--- src/rtl/aud_rx_pkg.sv ---
package aud_rx_pkg;
  typedef enum logic [1:0] {
    MODE_RJ     = 2'd0,
    MODE_DLY    = 2'd1,
    MODE_PACKED = 2'd2,
    MODE_DSP    = 2'd3
  } rx_mode_e;

  localparam int unsigned MAX_W   = 32;
  localparam int unsigned OUT_W   = 24;
  localparam int unsigned SHORT_W = 16;
endpackage

--- src/rtl/aud_rx_sync.sv ---
module aud_rx_sync #(
  parameter int unsigned STAGES = 2
) (
  input  logic clk_i,
  input  logic rst_ni,
  input  logic bclk_i,
  input  logic lrclk_i,
  input  logic sdata_i,
  output logic edge_o,
  output logic lr_o,
  output logic din_o
);
  logic [2:0] stg_q [STAGES];
  logic       bclk_d_q;

  for (genvar s = 0; s < STAGES; s++) begin : g_stage
    always_ff @(posedge clk_i or negedge rst_ni) begin
      if (!rst_ni)    stg_q[s] <= '0;
      else if (s == 0) stg_q[s] <= {bclk_i, lrclk_i, sdata_i};
      else             stg_q[s] <= stg_q[(s == 0) ? 0 : s - 1];
    end
  end

  always_ff @(posedge clk_i or negedge rst_ni) begin
    if (!rst_ni) bclk_d_q <= 1'b0;
    else         bclk_d_q <= stg_q[STAGES-1][2];
  end

  assign edge_o = stg_q[STAGES-1][2] & ~bclk_d_q;
  assign lr_o   = stg_q[STAGES-1][1];
  assign din_o  = stg_q[STAGES-1][0];
endmodule

--- src/rtl/aud_rx_meter.sv ---
module aud_rx_meter
  import aud_rx_pkg::*;
#(
  parameter int unsigned CNT_W  = 8,
  parameter int unsigned DSP_MAX = 4
) (
  input  logic             clk_i,
  input  logic             rst_ni,
  input  logic             edge_i,
  input  logic             lr_i,
  input  logic             fmt_i,
  output logic             trans_o,
  output logic [CNT_W-1:0] lvl_cnt_o,
  output logic [2:0]       rise_cnt_o,
  output rx_mode_e         mode_o,
  output logic             mode_vld_o,
  output logic             mode_chg_o,
  output logic             frame_err_o
);
  localparam logic [CNT_W-1:0] CNT_MAX = '1;

  logic             lr_q, vld_q, err_q;
  logic [CNT_W-1:0] cnt_q, hi_len_q;
  logic [2:0]       rcnt_q;
  logic [1:0]       ntr_q;
  rx_mode_e         mode_q, mode_new;
  logic             decide, short_lvl;

  assign trans_o    = edge_i && (lr_i != lr_q);
  assign lvl_cnt_o  = trans_o ? CNT_W'(1) : (cnt_q == CNT_MAX ? cnt_q : cnt_q + 1'b1);
  assign rise_cnt_o = (trans_o && lr_i) ? 3'd1 : (rcnt_q == 3'd7 ? rcnt_q : rcnt_q + 3'd1);
  assign decide     = trans_o && lr_i && (ntr_q == 2'd2);

  always_comb begin
    if (hi_len_q <= CNT_W'(DSP_MAX))                                    mode_new = MODE_DSP;
    else if (fmt_i && hi_len_q == CNT_W'(16) && cnt_q == CNT_W'(16))    mode_new = MODE_PACKED;
    else if (fmt_i)                                                     mode_new = MODE_DLY;
    else                                                                mode_new = MODE_RJ;
  end

  assign mode_chg_o = decide && (!vld_q || mode_new != mode_q);
  assign short_lvl  = trans_o && ntr_q != 2'd0 && vld_q &&
                      ((mode_q == MODE_RJ  && cnt_q < CNT_W'(16)) ||
                       (mode_q == MODE_DLY && cnt_q < CNT_W'(24)));

  always_ff @(posedge clk_i or negedge rst_ni) begin
    if (!rst_ni) begin
      lr_q <= 1'b0; cnt_q <= '0; rcnt_q <= 3'd7; hi_len_q <= '0;
      ntr_q <= '0; mode_q <= MODE_RJ; vld_q <= 1'b0; err_q <= 1'b0;
    end else if (edge_i) begin
      lr_q   <= lr_i;
      cnt_q  <= lvl_cnt_o;
      rcnt_q <= rise_cnt_o;
      if (trans_o) begin
        if (ntr_q != 2'd2) ntr_q <= ntr_q + 2'd1;
        if (lr_q) hi_len_q <= cnt_q;
      end
      if (decide) begin
        mode_q <= mode_new;
        vld_q  <= 1'b1;
      end
      if (short_lvl) err_q <= 1'b1;
    end
  end

  assign mode_o      = mode_q;
  assign mode_vld_o  = vld_q;
  assign frame_err_o = err_q;

  a_r10_err_sticky: assert property (@(posedge clk_i) disable iff (!rst_ni)
    err_q |=> err_q);
  a_r7_mode_on_edge: assert property (@(posedge clk_i) disable iff (!rst_ni)
    !edge_i |=> $stable(mode_q));
  a_r7_mode_kept: assert property (@(posedge clk_i) disable iff (!rst_ni)
    vld_q |=> vld_q);
endmodule

--- src/rtl/aud_rx_collect.sv ---
module aud_rx_collect
  import aud_rx_pkg::*;
#(
  parameter int unsigned W   = MAX_W,
  localparam int unsigned N_W = $clog2(W + 1)
) (
  input  logic           clk_i,
  input  logic           rst_ni,
  input  logic           edge_i,
  input  logic           din_i,
  input  logic           start_i,
  input  logic [N_W-1:0] nbits_i,
  output logic           done_o,
  output logic [W-1:0]   word_o,
  output logic [W-1:0]   sr_o
);
  logic [W-1:0]   sr_q;
  logic [N_W-1:0] bitn_q, n_q;
  logic           act_q;

  assign done_o = edge_i && act_q && !start_i && (bitn_q == n_q - 1'b1);
  assign word_o = {sr_q[W-2:0], din_i};
  assign sr_o   = sr_q;

  always_ff @(posedge clk_i or negedge rst_ni) begin
    if (!rst_ni) begin
      sr_q <= '0; bitn_q <= '0; n_q <= '0; act_q <= 1'b0;
    end else if (edge_i) begin
      sr_q <= word_o;
      if (start_i) begin
        act_q  <= 1'b1;
        bitn_q <= N_W'(1);
        n_q    <= nbits_i;
      end else if (act_q) begin
        if (done_o) act_q  <= 1'b0;
        else        bitn_q <= bitn_q + 1'b1;
      end
    end
  end

  a_r1_done_active: assert property (@(posedge clk_i) disable iff (!rst_ni)
    done_o |=> !act_q || $past(start_i));
endmodule

--- src/rtl/aud_ser_rx.sv ---
module aud_ser_rx
  import aud_rx_pkg::*;
#(
  parameter int unsigned CNT_W = 8
) (
  input  logic             clk_i,
  input  logic             rst_ni,
  input  logic             fmt_i,
  input  logic             bclk_i,
  input  logic             lrclk_i,
  input  logic             sdata_i,
  output logic [OUT_W-1:0] left_o,
  output logic [OUT_W-1:0] right_o,
  output logic             valid_o,
  output logic [1:0]       mode_o,
  output logic             frame_err_o
);
  localparam int unsigned N_W = $clog2(MAX_W + 1);
  localparam int unsigned PAD = OUT_W - SHORT_W;

  logic             edge_s, lr_s, din_s, trans, mode_vld, mode_chg, done, start;
  logic [CNT_W-1:0] lvl_cnt;
  logic [2:0]       rise_cnt;
  rx_mode_e         mode;
  logic [N_W-1:0]   nbits;
  logic [MAX_W-1:0] word, sr;

  aud_rx_sync u_sync (
    .clk_i, .rst_ni, .bclk_i, .lrclk_i, .sdata_i,
    .edge_o(edge_s), .lr_o(lr_s), .din_o(din_s)
  );

  aud_rx_meter #(.CNT_W(CNT_W)) u_meter (
    .clk_i, .rst_ni, .edge_i(edge_s), .lr_i(lr_s), .fmt_i,
    .trans_o(trans), .lvl_cnt_o(lvl_cnt), .rise_cnt_o(rise_cnt),
    .mode_o(mode), .mode_vld_o(mode_vld), .mode_chg_o(mode_chg),
    .frame_err_o
  );

  always_comb begin
    start = 1'b0;
    nbits = N_W'(OUT_W);
    unique case (mode)
      MODE_DLY:    start = edge_s && lvl_cnt == CNT_W'(2);
      MODE_PACKED: begin start = edge_s && lvl_cnt == CNT_W'(2); nbits = N_W'(SHORT_W); end
      MODE_DSP:    begin start = edge_s && rise_cnt == (fmt_i ? 3'd2 : 3'd1); nbits = N_W'(MAX_W); end
      default:     ;
    endcase
  end

  aud_rx_collect #(.W(MAX_W)) u_coll (
    .clk_i, .rst_ni, .edge_i(edge_s), .din_i(din_s), .start_i(start),
    .nbits_i(nbits), .done_o(done), .word_o(word), .sr_o(sr)
  );

  logic             ch_r_q, skip_q;
  logic [OUT_W-1:0] left_q;
  logic             ld_left, pair;
  logic [OUT_W-1:0] w_cur, p_left, p_right;

  always_comb begin
    ld_left = 1'b0; pair = 1'b0;
    w_cur   = '0;   p_left = left_q; p_right = '0;
    if (mode == MODE_RJ) begin
      w_cur = {sr[SHORT_W-1:0], PAD'(0)};
      if (trans) begin
        // slot just ended was high (left) when the new level is low
        ld_left = !lr_s;
        pair    = lr_s;
        p_right = w_cur;
      end
    end else if (done) begin
      if (mode == MODE_DSP) begin
        pair    = 1'b1;
        p_left  = {word[2*SHORT_W-1:SHORT_W], PAD'(0)};
        p_right = {word[SHORT_W-1:0], PAD'(0)};
      end else begin
        w_cur   = (mode == MODE_PACKED) ? {word[SHORT_W-1:0], PAD'(0)} : word[OUT_W-1:0];
        ld_left = !ch_r_q;
        pair    = ch_r_q;
        p_right = w_cur;
      end
    end
  end

  always_ff @(posedge clk_i or negedge rst_ni) begin
    if (!rst_ni) begin
      ch_r_q <= 1'b0; skip_q <= 1'b0; left_q <= '0;
      left_o <= '0;   right_o <= '0;  valid_o <= 1'b0;
    end else begin
      valid_o <= 1'b0;
      if (start) ch_r_q <= lr_s;
      if (ld_left) left_q <= w_cur;
      if (mode_chg) skip_q <= 1'b1;
      else if (pair && mode_vld) skip_q <= 1'b0;
      if (pair && mode_vld && !skip_q && !mode_chg) begin
        left_o  <= p_left;
        right_o <= p_right;
        valid_o <= 1'b1;
      end
    end
  end

  assign mode_o = mode;

  a_r8_valid_pulse: assert property (@(posedge clk_i) disable iff (!rst_ni)
    valid_o |=> !valid_o);
  a_r8_hold_left: assert property (@(posedge clk_i) disable iff (!rst_ni)
    !valid_o |-> $stable(left_o));
  a_r8_hold_right: assert property (@(posedge clk_i) disable iff (!rst_ni)
    !valid_o |-> $stable(right_o));
endmodule

--- config.mk ---
export PLATFORM = sky130hd
export DESIGN_NAME = aud_ser_rx
export DESIGN_NICKNAME = d
export VERILOG_FILES = /design/src/rtl/aud_rx_pkg.sv /design/src/rtl/aud_rx_sync.sv /design/src/rtl/aud_rx_meter.sv /design/src/rtl/aud_rx_collect.sv /design/src/rtl/aud_ser_rx.sv
export SDC_FILE = /design/constraint.sdc
export NUM_CORES = 1
export LEC_CHECK = 0
export BUFFER_PORTS_ARGS = -buffer_cell sky130_fd_sc_hd__buf_2
export CAP_MARGIN = 20
export CELL_PAD_IN_SITES_DETAIL_PLACEMENT = 1
export CELL_PAD_IN_SITES_GLOBAL_PLACEMENT = 1
export CORE_UTILIZATION = 25
export DETAILED_ROUTE_END_ITERATION = 6
export PLACE_DENSITY_LB_ADDON = 0.1
export REMOVE_ABC_BUFFERS = 1
export SKIP_LAST_GASP = 1
export SYNTH_ARGS = -nofsm -noshare
export SYNTH_HDL_FRONTEND = slang
export SYNTH_SLANG_ARGS = --single-unit
export TNS_END_PERCENT = 50
--- constraint.sdc ---
create_clock -name clk_i -period 8.35 [get_ports clk_i]
set_input_delay 1.2525 -clock clk_i [delete_from_list [all_inputs] [get_ports clk_i]]
set_output_delay 1.2525 -clock clk_i [all_outputs]
set_load 0.03 [all_outputs]
Word level (Yosys, flattened, before mapping). Cells that the tools add are included.

Input port bits: 6. Output and inout bits: 52. Flip-flop bits (word level): 152. Word-level logic and storage cells: 122.

Muxes and demuxes: 38. Equal/unequal tests: 15. Add/subtract/negate cells: 5. Reduce and logical (&&, ||, !) cells: 38. Bitwise operators: 2. Magnitude comparators: 3.

Operators with widths (number): 24-bit 2-to-1 mux (11); 1-bit logical AND (19); 6-bit 2-to-1 mux (3); 8-bit by 5-bit == test with 1-bit output (second input constant) (2); 8-bit by 5-bit less-than comparator with 1-bit output (second input constant) (2); 8-bit 2-to-1 mux (2); 1-bit 2-to-1 mux (15); 6-bit one-hot mux with 2 select lines (1); 3-bit AND reduction (3); 8-bit by 1-bit adder with 8-bit output (second input constant) (1); 8-bit by 2-bit == test with 1-bit output (second input constant) (1); 8-bit == test (second input constant) (1); 8-bit by 3-bit less-or-equal comparator with 1-bit output (second input constant) (1); 6-bit by 1-bit adder with 6-bit output (second input constant) (1); 2-bit == test (second input constant) (3); 6-bit == test (1); 1-bit logical NOT (6); 2-bit 2-to-1 mux (3); 3-bit 2-to-1 mux (2); 2-bit AND reduction (3); 2-bit nonzero test (3); 6-bit by 1-bit subtractor with 6-bit output (second input constant) (1); 3-bit by 1-bit adder with 3-bit output (second input constant) (1); 3-bit by 2-bit == test with 1-bit output (1); other kinds (13) (14).

Logic depth before layout (Yosys ltp).
Depth in word-level cells: 17. Gate-level depth with buffers: 12. Gate-level depth less buffers: 9.

Hierarchy. Synthesis repeated with hierarchy kept, for this count alone.

Cells, all modules: 697. Area total of the unflattened synthesis: 7807.5 um^2.

Modules (own cells, without submodules): aud_ser_rx (sequential area each 1876.8 um^2, instances 1, area an instance 3898.7 um^2, cells each 350); aud_rx_collect (sequential area each 1126.1 um^2, instances 1, area an instance 2199.6 um^2, cells each 178); aud_rx_meter (sequential area each 654.4 um^2, instances 1, area an instance 1520.2 um^2, cells each 161); aud_rx_sync (sequential area each 175.2 um^2, instances 1, area an instance 188.9 um^2, cells each 8).

Worst setup path before layout. Ideal clock, no wire load.

Path kind: input -> register. From: input fmt_i. To: register left_o[2]. Path buffers: 2. Stages on the path: 9. Data arrival time: 2878 ps. Path slack: 5362 ps. Path through: nor4bb_1 -> and4b_1 -> mux2_2 -> a221oi_1 -> or2_2 -> buf_4 -> clkbuf_1 -> o21ai_0 -> o41ai_1.

Longest elaborated chain between the ends: 12. Elaborated cells between the ends (all ways): 23.

Ends and longest elaborated chain: start: declaration (line aud_ser_rx.sv:8) `input logic fmt_i,`; 2-bit 2-to-1 mux (line aud_ser_rx.sv:46) `MODE_DSP: begin start = edge_s && rise_cnt == (fmt_i ? 3'd2 : 3'd1); nbits = N_W'(MAX_W); end`; 3-bit by 2-bit == test with 1-bit output (line aud_ser_rx.sv:46); 1-bit logical AND (line aud_ser_rx.sv:46); 1-bit one-hot mux with 2 select lines (line aud_ser_rx.sv:43) `unique case (mode)`; 1-bit logical NOT (line aud_rx_collect.sv:21) `assign done_o = edge_i && act_q && !start_i && (bitn_q == n_q - 1'b1);`; 1-bit logical AND (2 in a row) (line aud_rx_collect.sv:21); 1-bit 2-to-1 mux (line aud_ser_rx.sv:72) `end else if (done) begin`; 1-bit 2-to-1 mux (line aud_ser_rx.sv:64) `if (mode == MODE_RJ) begin`; 1-bit logical AND (3 in a row) (line aud_ser_rx.sv:96) `if (pair && mode_vld && !skip_q && !mode_chg) begin`; end signal: assignment (line aud_ser_rx.sv:97) `left_o <= p_left;`; end: declaration (line aud_ser_rx.sv:12) `output logic [OUT_W-1:0] left_o,`.

Several ways; a longest one is shown, not always the timed one. A chain may end at the register's enable or synchronous reset.

Final worst setup path.
From: register u_sync.bclk_d_q. To: register right_o[18].

Longest elaborated chain between the ends: 16. Elaborated cells between the ends (all ways): 27.

Ends and longest elaborated chain: start: declaration (line aud_rx_sync.sv:14) `logic bclk_d_q;`; start signal: assignment (line aud_rx_sync.sv:26) `else bclk_d_q <= stg_q[STAGES-1][2];`; 1-bit inverter (*) (line aud_rx_sync.sv:29) `assign edge_o = stg_q[STAGES-1][2] & ~bclk_d_q;`; 1-bit AND (*) (line aud_rx_sync.sv:29); 1-bit logical AND (line aud_rx_meter.sv:29) `assign trans_o = edge_i && (lr_i != lr_q);`; 1-bit logical AND (line aud_rx_meter.sv:31, aud_rx_meter.sv:32); 3-bit 2-to-1 mux (line aud_rx_meter.sv:31) `assign rise_cnt_o = (trans_o && lr_i) ? 3'd1 : (rcnt_q == 3'd7 ? rcnt_q : rcnt_q + 3'd1);`; 3-bit by 2-bit == test with 1-bit output (line aud_ser_rx.sv:46); 1-bit logical AND (line aud_ser_rx.sv:46); 1-bit one-hot mux with 2 select lines (line aud_ser_rx.sv:43); 1-bit logical NOT (line aud_rx_collect.sv:21); 1-bit logical AND (2 in a row) (line aud_rx_collect.sv:21); 1-bit 2-to-1 mux (line aud_ser_rx.sv:72); 1-bit 2-to-1 mux (line aud_ser_rx.sv:64); 1-bit logical AND (3 in a row) (line aud_ser_rx.sv:96); end signal: assignment (line aud_ser_rx.sv:98) `right_o <= p_right;`; end: declaration (line aud_ser_rx.sv:13) `output logic [OUT_W-1:0] right_o,`.

Mark *: on every way between the ends. The rest lies on a longest branch, timed or not.

==> impl_metrics.py <==
metrics = {
    "outcome": {
        "run_status": "completed",
    },
    "yosys": {
        "synth_enable_flop_cells": 0,
        "netlist_area_um2": 7320,
        "synth-main-ff-cell": "dfrtp_1",
        "synth-seq-cells": 149,
        "yosysTopAreaCell": "dfrtp_1",
        "yosys.area.top_type_share_pct": 49.9,
        "synth_area_leaders": "dfrtp_1 (50%), nand2_1 (8.1%), a21oi_1 (4.0%), a22oi_1 (3.2%), o21ai_0 (2.8%)",
        "postSynthAreaPerCell_um2": 9.70,
        "synth.distinct_cells": 64,
        "ys_seq_area_share_pct": 51.0,
        "synth_cells": 754,
        "yosys_warnings": 0,
        "synth-async-reset-ratio_pct": 100,
    },
    "route": {
        "wire_per_inst_um": 18.6,
        "ant_nets": 0,
        "routed_wl_um": 21900,
        "vias_per_cell": 4.91,
        "drc": 0,
        "drtIter0Drc": 268,
        "dr.pass1.iters": 4,
        "vias": 5774,
    },
    "critical_path": {
        "cp.arrival_ns": 3.91,
        "path_max_fanout": 49,
        "cp_common_cell": "buf_4",
        "critical_path_class": "reg -> reg",
        "crit_path_cell_trace": "and2b_2 -> buf_4 -> nand2b_4 -> or3_4 -> a311oi_4 -> o21a_1 -> buf_4 -> nor2_8 -> mux2_2",
        "end_kind": "flip-flop",
        "crit_buf_inv": 2,
        "cpPeakStageDelay_ns": 0.54,
        "critical-path-top-delay-family": "simple AND/OR/NAND/NOR gates",
        "required_ns": 8.66,
        "slowest_stage": "buf_4",
        "start_kind": "flip-flop",
    },
    "cells_and_area": {
        "final_cells": 1176,
        "antennaDiodeCount": 0,
        "stdcell_area_um2": 8490,
        "final_cell_mix": "nand2_1 (157), dfrtp_1 (146), a21oi_1 (59), buf_2 (56), o21ai_0 (41)",
        "final_common_cell": "nand2_1",
        "drive_gt1_share_pct": 18.6,
        "final_nets": 791,
        "area_growth_pct": 16.0,
    },
    "floorplan": {
        "pin_count": 58,
        "dieArea_um2": 30000,
        "fp-row-count": 62,
        "start_util_pct": 25.4,
        "core_area_um2": 28800,
        "die_y_um": 173,
        "fp.dieW_um": 173,
    },
    "sta": {
        "period_minus_slack_ns": 3.60,
        "fin_crit_sh_pct": 43.1,
        "rsz0062_at_grt": "no",
        "setup_viol": 0,
        "finalSetupTns_ns": 0,
        "final.setup_skew_ns": 0.0162,
        "slew_headroom_pct": 32.4,
        "finalMaxSlewViolations": 0,
        "max_freq_mhz": 278,
        "tightest_slew_ns": 1.01,
        "finalHoldViolCount": 0,
    },
    "cts": {
        "holdBufCountCts": 0,
        "clock-sinks": 149,
        "cts_tree": "yes",
        "cts_root_buffer": "clkbuf_16",
        "cts_resized": 0,
        "clock_latency_ns": 0.43,
        "clk_transition_reported_paths_ns": 0.07,
        "cts.path.max_buffers": 2,
        "cts-buffers-inserted": 17,
        "h-tree-depth": 4,
        "cts_setup_buffers": 0,
    },
    "global_routing": {
        "grt_max_degree": 91,
        "antenna_found_initial": 1,
        "grt_pass1_wl_um": 36100,
        "grtUsageTotal_pct": 15.4,
        "grt_pass1_vias": 6196,
        "grt.overflow.total": 0,
    },
    "place": {
        "place_area_um2": 7910,
        "place_congestion": 0.761,
        "io_buffers": 57,
        "dp_cells": 1144,
        "hpwl_um": 14200,
    },
    "flow_run": {
        "max-cap-violations": 0,
    },
    "pwr": {
        "power_density_nw_per_um2": 273,
        "leakage_nw": 3.65,
        "peakVddDrop_v": 0.000140,
    },
    "worst_hold_path": {
        "hold_path.class": "reg -> reg",
    },
}
==> routing by layer <==
metal / vias to the layer above / wire length, um / global-route usage [%]
li1: 2706 / - / -
met1: 2975 / 10300 / 19.5
met2: 79 / 10700 / 26.5
met3: 14 / 612 / 3.21
met4: 0 / 259 / 3.83
met5: - / 0 / 0
==> area by class of cell <==
class	count	area, um^2
Tap cell	384	480
Clock buffer	18	439
Timing Repair Buffer	70	409
Clock inverter	14	140
Fill cell	3257	20300
Multi-Input combinational cell	522	3220
Sequential cell	149	3730
Inverter	19	71.3
==> cells by family after synthesis <==
kind of cell	share of synthesized area, %
multiplexers	4.75
adder cells (fa/ha/maj)	1.16
AND/OR/NAND/NOR	15.5
XOR/XNOR	1.56
AO/OA/AOI/OAI	20.7
buffers and inverters	5.32
flip-flops	51.0
==> cell usage after synthesis (3+ instances only) <==
cell type	n
nand2b_1	7
dfrtp_1	146
o31ai_1	10
clkbuf_1	33
a21oi_4	10
buf_1	7
nor2_1	41
a31oi_1	24
nand2_1	157
and3_1	4
buf_4	8
nand3_1	5
buf_2	12
a21oi_1	59
xor2_1	8
inv_1	19
o41ai_1	9
dfstp_2	3
mux2_2	14
nand4_1	4
a22oi_1	31
ha_1	6
nor3_1	7
xnor2_1	5
mux2i_1	19
a22o_1	16
o21ai_0	41
==> worst paths after layout <==
| kind | startpoint | endpoint | slack (ns) | depth (start not counted) |
|---|---|---|---|---|
| hold reg to reg | u_sync.stg_q[3]$_DFF_PN0_ | u_sync.din_o$_DFF_PN0_ | 0.35 | 0 |
| hold / removal | u_sync.stg_q[3]$_DFF_PN0_ | u_sync.din_o$_DFF_PN0_ | 0.35 | 0 |
| setup reg to reg | u_sync.bclk_d_q$_DFF_PN0_ | right_o[18]$_DFFE_PN0P_ | 4.75 | 9 |
| max in group asynchronous | rst_ni | right_o[19]$_DFFE_PN0P_ | 6.11 | 2 |
| setup / recovery | u_sync.bclk_d_q$_DFF_PN0_ | right_o[18]$_DFFE_PN0P_ | 4.75 | 9 |
| min in group asynchronous | rst_ni | left_o[7]$_DFFE_PN0P_ | 0.90 | 1 |
==> worst register-to-register path, stage by stage, from the launching register on <==
cell      delay [ns]
dfrtp_1         0.40
and2b_2         0.27
buf_4           0.55
nand2b_4        0.20
or3_4           0.42
a311oi_4        0.51
o21a_1          0.20
buf_4           0.33
nor2_8          0.21
mux2_2          0.40
==> metrics by stage <==
stage	utilization, %	power (mW)	setup WS [ns]	hold WS, ns
detailed placement	27.5	1.57	4.32	0.336
global placement	27.4	1.54	4.40	0.338
floorplan	-	1.33	3.61	0.331
CTS	29.5	2.36	4.72	0.353
global route	29.5	2.47	4.58	0.364
finish	29.5	2.32	4.75	0.350
==> power by group <==
| part | leakage, nW | switching, mW | internal (mW) |
|---|---|---|---|
| combinational | 1.45 | 0.333 | 0.203 |
| sequential | 1.92 | 0.170 | 0.840 |
| clock | 0.279 | 0.347 | 0.427 |
==> state kept, by name, summed over array words and instances (netlist names), 2 cells and up <==
register / count
u_sync.stg_q: 4
u_meter.cnt_q: 8
left_o: 24
right_o: 24
u_meter.hi_len_q: 8
left_q: 24
u_coll.bitn_q: 6
u_meter.rcnt_q: 3
u_meter.ntr_q: 2
u_meter.mode_o: 2
u_coll.sr_o: 31
u_coll.n_q: 3
Power figures use the tool's default switching activity.
